File: src/rtl/rn_pkg.sv
package rn_pkg;
    typedef enum logic [2:0] {
        CLS_INT  = 3'd0,
        CLS_FP   = 3'd1,
        CLS_CC   = 3'd2,
        CLS_MISC = 3'd3
    } rn_class_e;

    localparam int NUM_TABLES = 3;

    function automatic logic cls_known(input logic [2:0] c);
        return c <= 3'd3;
    endfunction

    function automatic logic cls_renamed(input logic [2:0] c);
        return c < 3'd3;
    endfunction
endpackage

File: src/rtl/rn_freelist.sv
module rn_freelist #(
    parameter int NPHYS = 16,
    parameter int NARCH = 8,
    parameter int PW    = $clog2(NPHYS)
) (
    input  logic          clk,
    input  logic          rst,
    input  logic          pop,
    input  logic          push,
    input  logic [PW-1:0] push_val,
    output logic [PW-1:0] head,
    output logic          empty
);
    localparam int INIT_FILL = NPHYS - NARCH;

    logic [PW-1:0] slots [NPHYS];
    logic [PW-1:0] rd_ptr, wr_ptr;
    logic [PW:0]   fill;
    logic          do_pop, do_push;

    assign empty   = (fill == '0);
    assign head    = slots[rd_ptr];
    assign do_pop  = pop && !empty;
    assign do_push = push && ((fill < (PW+1)'(NPHYS)) || do_pop);

    always_ff @(posedge clk) begin
        if (rst) begin
            for (int i = 0; i < NPHYS; i++)
                slots[i] <= (i < INIT_FILL) ? PW'(i + NARCH) : '0;
            rd_ptr <= '0;
            wr_ptr <= PW'(INIT_FILL);
            fill   <= (PW+1)'(INIT_FILL);
        end else begin
            if (do_push) begin
                slots[wr_ptr] <= push_val;
                wr_ptr        <= wr_ptr + 1'b1;
            end
            if (do_pop)
                rd_ptr <= rd_ptr + 1'b1;
            case ({do_push, do_pop})
                2'b10:   fill <= fill + 1'b1;
                2'b01:   fill <= fill - 1'b1;
                default: fill <= fill;
            endcase
        end
    end
endmodule

File: src/rtl/rn_maptable.sv
module rn_maptable #(
    parameter int NARCH = 8,
    parameter int AW    = $clog2(NARCH),
    parameter int PW    = 4
) (
    input  logic          clk,
    input  logic          rst,
    input  logic          ren_we,
    input  logic [AW-1:0] ren_idx,
    input  logic [PW-1:0] ren_val,
    input  logic          set_we,
    input  logic [AW-1:0] set_idx,
    input  logic [PW-1:0] set_val,
    input  logic [AW-1:0] rd_a_idx,
    input  logic [AW-1:0] rd_b_idx,
    output logic [PW-1:0] rd_a,
    output logic [PW-1:0] rd_b
);
    logic [PW-1:0] entry [NARCH];

    assign rd_a = entry[rd_a_idx];
    assign rd_b = entry[rd_b_idx];

    always_ff @(posedge clk) begin
        if (rst) begin
            for (int i = 0; i < NARCH; i++)
                entry[i] <= PW'(i);
        end else begin
            if (ren_we)
                entry[ren_idx] <= ren_val;
            // restore from commit/squash overrides a same-cycle rename
            if (set_we)
                entry[set_idx] <= set_val;
        end
    end
endmodule

File: src/rtl/rename_table.sv
module rename_table
    import rn_pkg::*;
#(
    parameter int NARCH    = 8,
    parameter int NPHYS    = 16,
    parameter int INT_ZERO = 0,
    parameter int FP_ZERO  = 7,
    parameter int AW       = $clog2(NARCH),
    parameter int PW       = $clog2(NPHYS)
) (
    input  logic          clk,
    input  logic          rst,
    input  logic          ren_valid,
    input  logic [2:0]    ren_class,
    input  logic [AW-1:0] ren_arch,
    output logic [PW-1:0] ren_new,
    output logic [PW-1:0] ren_prev,
    output logic          ren_stall,
    input  logic          lk_valid,
    input  logic [2:0]    lk_class,
    input  logic [AW-1:0] lk_arch,
    output logic [PW-1:0] lk_phys,
    input  logic          set_valid,
    input  logic [2:0]    set_class,
    input  logic [AW-1:0] set_arch,
    input  logic [PW-1:0] set_phys,
    input  logic          ret_valid,
    input  logic [2:0]    ret_class,
    input  logic [PW-1:0] ret_phys,
    output logic          err_class,
    output logic          err_misc
);
    logic [NUM_TABLES-1:0] stall_v;
    logic [PW-1:0]         new_v  [NUM_TABLES];
    logic [PW-1:0]         prev_v [NUM_TABLES];
    logic [PW-1:0]         lk_v   [NUM_TABLES];

    for (genvar c = 0; c < NUM_TABLES; c++) begin : g_cls
        localparam bit HAS_ZERO = (c != int'(CLS_CC));
        localparam int ZIDX     = (c == int'(CLS_INT)) ? INT_ZERO : FP_ZERO;

        logic          sel_ren, zero_hit, want, pop, empty;
        logic [PW-1:0] head;

        assign sel_ren  = ren_valid && (ren_class == 3'(c));
        assign zero_hit = HAS_ZERO && (ren_arch == AW'(ZIDX));
        assign want     = sel_ren && !zero_hit;
        assign pop      = want && !empty;
        assign stall_v[c] = want && empty;
        assign new_v[c]   = zero_hit ? PW'(ZIDX) : head;

        rn_freelist #(.NPHYS(NPHYS), .NARCH(NARCH), .PW(PW)) u_free (
            .clk     (clk),
            .rst     (rst),
            .pop     (pop),
            .push    (ret_valid && (ret_class == 3'(c))),
            .push_val(ret_phys),
            .head    (head),
            .empty   (empty)
        );

        rn_maptable #(.NARCH(NARCH), .AW(AW), .PW(PW)) u_map (
            .clk     (clk),
            .rst     (rst),
            .ren_we  (pop),
            .ren_idx (ren_arch),
            .ren_val (head),
            .set_we  (set_valid && (set_class == 3'(c))),
            .set_idx (set_arch),
            .set_val (set_phys),
            .rd_a_idx(ren_arch),
            .rd_b_idx(lk_arch),
            .rd_a    (prev_v[c]),
            .rd_b    (lk_v[c])
        );
    end

    always_comb begin
        ren_new   = '0;
        ren_prev  = '0;
        ren_stall = 1'b0;
        if (ren_valid) begin
            case (ren_class)
                CLS_INT, CLS_FP, CLS_CC: begin
                    ren_stall = stall_v[ren_class[1:0]];
                    if (!ren_stall) begin
                        ren_new  = new_v[ren_class[1:0]];
                        ren_prev = prev_v[ren_class[1:0]];
                    end
                end
                CLS_MISC: begin
                    ren_new  = PW'(ren_arch);
                    ren_prev = PW'(ren_arch);
                end
                default: ;
            endcase
        end
    end

    always_comb begin
        case (lk_class)
            CLS_INT, CLS_FP, CLS_CC: lk_phys = lk_v[lk_class[1:0]];
            CLS_MISC:                lk_phys = PW'(lk_arch);
            default:                 lk_phys = '0;
        endcase
    end

    assign err_class = (ren_valid && !cls_known(ren_class)) ||
                       (lk_valid  && !cls_known(lk_class))  ||
                       (set_valid && !cls_known(set_class)) ||
                       (ret_valid && !cls_known(ret_class));

    assign err_misc = set_valid && (set_class == CLS_MISC) &&
                      (set_phys != PW'(set_arch));
endmodule

File: config.mk
export PLATFORM = sky130hd
export DESIGN_NAME = rename_table
export DESIGN_NICKNAME = d
export VERILOG_FILES = /design/src/rtl/rn_pkg.sv /design/src/rtl/rn_freelist.sv /design/src/rtl/rn_maptable.sv /design/src/rtl/rename_table.sv
export SDC_FILE = /design/constraint.sdc
export NUM_CORES = 1
export LEC_CHECK = 0
export BUFFER_PORTS_ARGS = -buffer_cell sky130_fd_sc_hd__buf_2
export CELL_PAD_IN_SITES_DETAIL_PLACEMENT = 1
export CELL_PAD_IN_SITES_GLOBAL_PLACEMENT = 1
export CORE_UTILIZATION = 49
export CTS_CLUSTER_SIZE = 30
export DETAILED_ROUTE_END_ITERATION = 12
export PLACE_DENSITY_LB_ADDON = 0.1
export SYNTH_ARGS = -nofsm -noshare
export SYNTH_HDL_FRONTEND = slang
export SYNTH_SLANG_ARGS = --single-unit
File: constraint.sdc
create_clock -name clk -period 4.27 [get_ports clk]
set_input_delay 0.854 -clock clk [delete_from_list [all_inputs] [get_ports clk]]
set_output_delay 0.854 -clock clk [all_outputs]
set_load 0.05 [all_outputs]
Yosys cells after proc, flatten, opt, wreduce, memory -nomap -nowiden
Memory sizes are Yosys's and may differ from the RTL's. A register that Yosys moved wholly into a read port is not among the register bits.
Cells that the tools add are included.
Widths: inputs -> output; s select.

operators by class
  add/subtract/negate cells = 12
  multipliers = 0
  divide/modulo/power cells = 0
  magnitude comparators = 10
  eq/ne operators = 19
  shift-type cells = 0
  multiplexer cells = 87
  bitwise operators = 2
  reduce and logical (&&, ||, !) cells = 66

operators with widths
  kind                 number
  $mux 4               30
  $mux 1               41
  $reduce_or 4->1      9
  $pmux 5 s2           3
  $logic_and 1x1->1    29
  $add 4x1->4 const B  6
  $bmux 4 s2           3
  $pmux 4 s2           3
  $eq 3x2->1 const B   7
  $mux 3               6
  $add 5x1->5 const B  3
  $logic_not 3->1      5
  $logic_not 5->1      3
  $lt 5x5->1 const B   3
  $sub 5x1->5 const B  3
  $eq 3x1->1 const B   4
  $le 3x2->1 const B   4
  $logic_not 1->1      9
  $eq 2x1->1 const B   3
  $eq 2x2->1 const B   3
  $ge 3x3->1 const B   2
  $logic_or 1x1->1     6
  $not 2->3            2
  $reduce_bool 2->1    3
  5 further kinds      6

storage, ports and cells
  register bits = 39
  bits in latches = 0
  bits in writable memories = 288
  ROM bits = 0
  bits of input ports = 35
  output and inout bits = 15
  word-level logic and storage cells = 211
  memories kept = 6

memory list
  name                   words  bits a word  read ports  clocked after Yosys merged registers in  wr ports  line               source
  g_cls[0].u_free.slots  16     4            1           1                                        16        rn_freelist.sv:16  logic [PW-1:0] slots [NPHYS];
  g_cls[1].u_free.slots  16     4            1           1                                        16        rn_freelist.sv:16
  g_cls[2].u_free.slots  16     4            1           1                                        16        rn_freelist.sv:16
  g_cls[0].u_map.entry   8      4            2           0                                        8         rn_maptable.sv:19  logic [PW-1:0] entry [NARCH];
  g_cls[1].u_map.entry   8      4            2           0                                        8         rn_maptable.sv:19
  g_cls[2].u_map.entry   8      4            2           0                                        8         rn_maptable.sv:19

Longest topological paths before layout
  word-level depth = 12
  depth in mapped cells = 15
  gate-level depth less buffers = 12

By module
Synthesis repeated with hierarchy kept, for this count alone.

unflattened totals
  cell total of the unflattened synthesis = 1568
  area total of the unflattened synthesis = 19199.7 µm²

modules (own cells, without submodules)
  module                          times used  cells an instance  area each (µm²)  seq. area each (µm²)
  rn_maptable                     3           175                2239.6           960.9
  rn_freelist at g_cls[2].u_free  1           317                4028.9           2262.2
  rn_freelist at g_cls[0].u_free  1           317                3913.8           2262.2
  rn_freelist at g_cls[1].u_free  1           317                3908.7           2262.2
  rename_table                    1           92                 629.4            0.0

Worst setup path after synthesis
No wires, ideal clock.

  path type = input to output
  from = input lk_arch[0]
  to = output lk_phys[3]
  data arrival time = 3.445 ns
  data required time = 3.416 ns
  slack = -0.029 ns
  cell stages on the path = 5
  buffers on the path = 2
  cells stage by stage = clkbuf_1 buf_2 mux4_2 mux2i_1 o41ai_1

on the way
  word-level cells in the longest chain between the ends = 5

ends and longest elaborated chain
  element                                         line                 source
  from (decl)                                     rename_table.sv:21   input logic [AW-1:0] lk_arch,
  $mem_v2 8x4                                     n/a
  $bmux 4 s2 (*)                                  rename_table.sv:102  CLS_INT, CLS_FP, CLS_CC: lk_phys = lk_v[lk_class[1:0]];
  $mux 4 (not written as such) (*) (2 in series)  rename_table.sv:102
  $pmux 4 s2 (*)                                  rename_table.sv:101  case (lk_class)
  to (decl)                                       rename_table.sv:22   output logic [PW-1:0] lk_phys,

Mark *: on every way between the ends. The rest lies on a longest branch, timed or not. The select of a mux whose other input is x is not followed.

Final worst setup path
  from = register g_cls[0].u_free.fill[0]
  to = output ren_stall

on the way
  word-level cells in the longest chain between the ends = 6

ends and longest elaborated chain
  element                       line                source
  from (decl)                   rn_freelist.sv:18   logic [PW:0] fill;
  from (signal assigned)        rn_freelist.sv:32   fill <= (PW+1)'(INIT_FILL);
  from (signal assigned)        rn_freelist.sv:41   2'b10: fill <= fill + 1'b1;
  from (signal assigned)        rn_freelist.sv:42   2'b01: fill <= fill - 1'b1;
  $logic_not 5->1               rn_freelist.sv:21   assign empty = (fill == '0);
  $logic_and 1x1->1             rename_table.sv:49  assign stall_v[c] = want && empty;
  $bmux 1 s2                    rename_table.sv:85  ren_stall = stall_v[ren_class[1:0]];
  $mux 1 (not written as such)  rename_table.sv:85
  $mux 1                        rename_table.sv:83  case (ren_class)
  $mux 1                        rename_table.sv:82  if (ren_valid) begin
  to (decl)                     rename_table.sv:18  output logic ren_stall,

No other way between the ends. The select of a mux whose other input is x is not followed.

==> impl_metrics.env <==
export IMPL_outcome="finished, final reports clean"
export IMPL_crit_path_end_kind="output port"
export IMPL_pwr_density_cell_mw_per_mm2=381
export IMPL_setup_viol=0
export IMPL_synth_compound_area_share_pct=10.1
export IMPL_io_buffers=49
export IMPL_fp_coreArea_sq_mm=0.0359
export IMPL_slew_violations=0
export IMPL_synth_top_cell_area_share_pct=47.8
export IMPL_grt_max_degree=55
export IMPL_p_comb_share_pct=8.3
export IMPL_cts_repair_resized=0
export IMPL_drt_first_iter_violations=1293
export IMPL_mappedNetlistNets=1637
export IMPL_chipHeight_um=194
export IMPL_nNetsFinal=1639
export IMPL_synth_mux_area_share_pct=12.3
export IMPL_async_reset_ff_share_pct=0
export IMPL_remaining_drc_errors=0
export IMPL_pre_cts_slack_ns=0.329
export IMPL_synth_top_family_by_area="simple AND/OR/NAND/NOR gates"
export IMPL_swShare_pct=24.4
export IMPL_cts_inserted_buffers=39
export IMPL_final_core_util_pct=55.6
export IMPL_p_leak_nw=6.42
export IMPL_ys_warn_count=0
export IMPL_ys_seq_area_share_pct=53.5
export IMPL_fin_ws_ns=0.218
export IMPL_peakVddDrop_v=0.000361
export IMPL_critPathLaunchType="flop"
export IMPL_p_clk_share_pct=43.0
export IMPL_hold_violations=0
export IMPL_fmax_mhz=247
export IMPL_place_gp_congestion=0.950
export IMPL_synth_edf_count=288
export IMPL_area_growth_pct=10.5
export IMPL_seq_power_share_pct=48.8
export IMPL_antenna_found_initial=2
export IMPL_multi_input_area_sq_mm=0.00773
export IMPL_synth_xor_area_share_pct=1.36
export IMPL_finClkSkew_ns=0.00894
export IMPL_fin_tns_setup_ns=0
export IMPL_ctsRootBufferMaster="clkbuf_16"
export IMPL_die_x_um=194
export IMPL_synth_simple_area_share_pct=16.6
export IMPL_grt_use_total_pct=30.8
export IMPL_path_clk_slew_ns=0.05
export IMPL_drv_cap=0
export IMPL_clockBufferDepth=3
export IMPL_path_class="flop to output port"
export IMPL_crit_arrival_ns=3.20
export IMPL_die_area_sq_mm=0.0377
export IMPL_period_minus_slack_ns=4.05
export IMPL_start_util_pct=50.3
export IMPL_yosys_register_bits=339
export IMPL_postRouteAntennaNets=0
export IMPL_max_slew_margin_rel_pct=30.8
export IMPL_synth_area_leaders="edfxtp_1, mux4_2, dfxtp_1"
export IMPL_grt_first_pass_wirelength_um=87400
export IMPL_rows=69
export IMPL_switching_power_w=0.00186
export IMPL_cts_max_level=2
export IMPL_wl_um=56900
export IMPL_synth_area_per_cell_sq_um=11.5
export IMPL_via_count=13500
export IMPL_cts_num_sinks=339
export IMPL_layout_drive_gt1_share_pct=17.0
export IMPL_grt_setup_unrepaired="no"
export IMPL_synth_fa_ha_area_share_pct=2.27
export IMPL_yosysMostFrequentCell="edfxtp_1"
export IMPL_netlist_instances=1571
export IMPL_grt_ovfl_total=0
export IMPL_yosys_area_top_type="edfxtp_1"
export IMPL_regArea_sq_mm=0.00967
export IMPL_hold_buffers=0
export IMPL_hp_class="flop to flop"
export IMPL_worst_pin_slew_ns=1.04
export IMPL_internal_power_w=0.00575
export IMPL_avgViaCountPerCell=6.55
export IMPL_drtPass1Iterations=5
export IMPL_synthesis_area_sq_mm=0.0181
export IMPL_synthDistinctLibCells=76
export IMPL_cp_required_ns=3.42
export IMPL_n_fill_cell=3749
export IMPL_synth_ff_type="edfxtp_1"
export IMPL_fin_crit_sh_pct=94.9
export IMPL_wl_per_cell_um=27.5
export IMPL_cts_tree="yes"
export IMPL_post_cts_setup_buffers=0
export IMPL_hpwl_um=41000
export IMPL_synth_commonest_cells="edfxtp_1, nor2_1, nand2_1"
export IMPL_crit_fanout=4
export IMPL_pin_count=50
export IMPL_grt_pass1_vias=14200
export IMPL_clk_insertion_delay_late_ns=0.56
registers in the layout, summed over array words and instances, names as in the netlist, named ones only:
signal / flops
g_cls.u_free.slots: 192
g_cls.u_free.fill: 15
g_cls.u_free.wr_ptr: 12
g_cls.u_free.rd_ptr: 12
g_cls.u_map.entry: 96
worst max-delay path, cell delays in order, from the launching register on:
cell and delay [ns]:
dfxtp_1 0.34, or4_1 0.59, nor4_1 0.49, nor2_1 0.07, mux2_2 0.28, nor3b_1 0.50
buf_2 0.37
cells in the final DEF (no fill, tap or decap), types with 10 or more instances in the layout:
master / netlist / routed
and2_1: 15 / 15
edfxtp_1: 288 / 288
a22o_1: 24 / 24
xor2_1: 19 / 19
buf_4: 1 / 46
a21oi_1: 34 / 34
mux2_2: 14 / 14
clkinv_1: 5 / 11
nand3_1: 47 / 47
nor4_1: 48 / 48
clkbuf_16: 0 / 41
nand2b_1: 10 / 10
nor3_1: 68 / 68
nand2_1: 149 / 149
nor2_1: 152 / 152
o21ai_0: 60 / 60
mux4_2: 77 / 77
a22oi_1: 23 / 23
nand4_1: 28 / 28
inv_1: 33 / 32
o31ai_1: 23 / 23
mux2i_1: 34 / 34
buf_2: 20 / 49
nor2b_1: 28 / 28
or3_1: 10 / 10
or2_2: 10 / 10
dfxtp_1: 51 / 50
and3_1: 13 / 13
ha_1: 28 / 28
o22ai_1: 16 / 16
through the flow:
step | hold slack (ns) | instance area (sq um) | total power [W] | instances
after global routing | 0.545 | 20000 | 0.00780 | 2064
final | 0.516 | 20000 | 0.00761 | 2067
after CTS | 0.521 | 20000 | 0.00763 | 2064
after global placement | 0.497 | 18700 | 0.00438 | 1993
after detailed placement | 0.501 | 18700 | 0.00440 | 1993
after floorplan | 0.463 | 18100 | 0.00415 | 1571
power groups by stage:
| stage | Clock [W] | Sequential, W | Combinational (W) |
|---|---|---|---|
| floorplan | 0 | 0.00375 | 0.000408 |
| detailed placement | 0 | 0.00378 | 0.000620 |
| finish | 0.00327 | 0.00371 | 0.000628 |
| global route | 0.00341 | 0.00372 | 0.000665 |
| global placement | 0 | 0.00377 | 0.000605 |
| CTS | 0.00330 | 0.00371 | 0.000623 |
logic make-up (layout without fill, tap and decap cells):
group                      count (synthesis)  count (layout)
xor gates and xnor gates                  28              28
DFF                                      339             339
muxes                                    125             125
other                                      0               3
buffers and inverters                    176             208
and+or+nand+nor                          611             611
adders and majority gates                 31              31
AOI/OAI and AO/OA                        261             261
layout make-up:
cell class                 count  share of cell area (%)
antenna                        3                  0.0376
clock buffer                  56                    5.63
clock inverter                15                   0.570
inverter                      42                   0.789
multi-input combinational   1056                    38.7
sequential                   339                    48.4
tap                          461                    2.89
timing repair buffer          95                    2.96
layer usage:
layer  wire [um]  track usage, %  vias to the layer above
met4        1740            10.6                        0
met1       23300            40.4                     6881
met3        3830            4.64                      116
li1            -               -                     6012
met2       28000            52.0                      537
met5           0               0                        -
path summary, 6_finish.rpt:
check / from / endpoint / slack, ns / cells past startpoint
max: g_cls[0].u_free.fill[0]$_SDFFE_PP0P_ / ren_stall / 0.22 / 6
min: g_cls[0].u_free.fill[3]$_SDFFE_PP1P_ / g_cls[0].u_free.fill[3]$_SDFFE_PP1P_ / 0.52 / 2
max reg2reg: g_cls[2].u_free.fill[0]$_SDFFE_PP0P_ / g_cls[2].u_free.fill[4]$_SDFFE_PP0P_ / 0.83 / 11
min reg2reg: g_cls[0].u_free.fill[3]$_SDFFE_PP1P_ / g_cls[0].u_free.fill[3]$_SDFFE_PP1P_ / 0.52 / 2
Power figures use the tool's default switching activity.
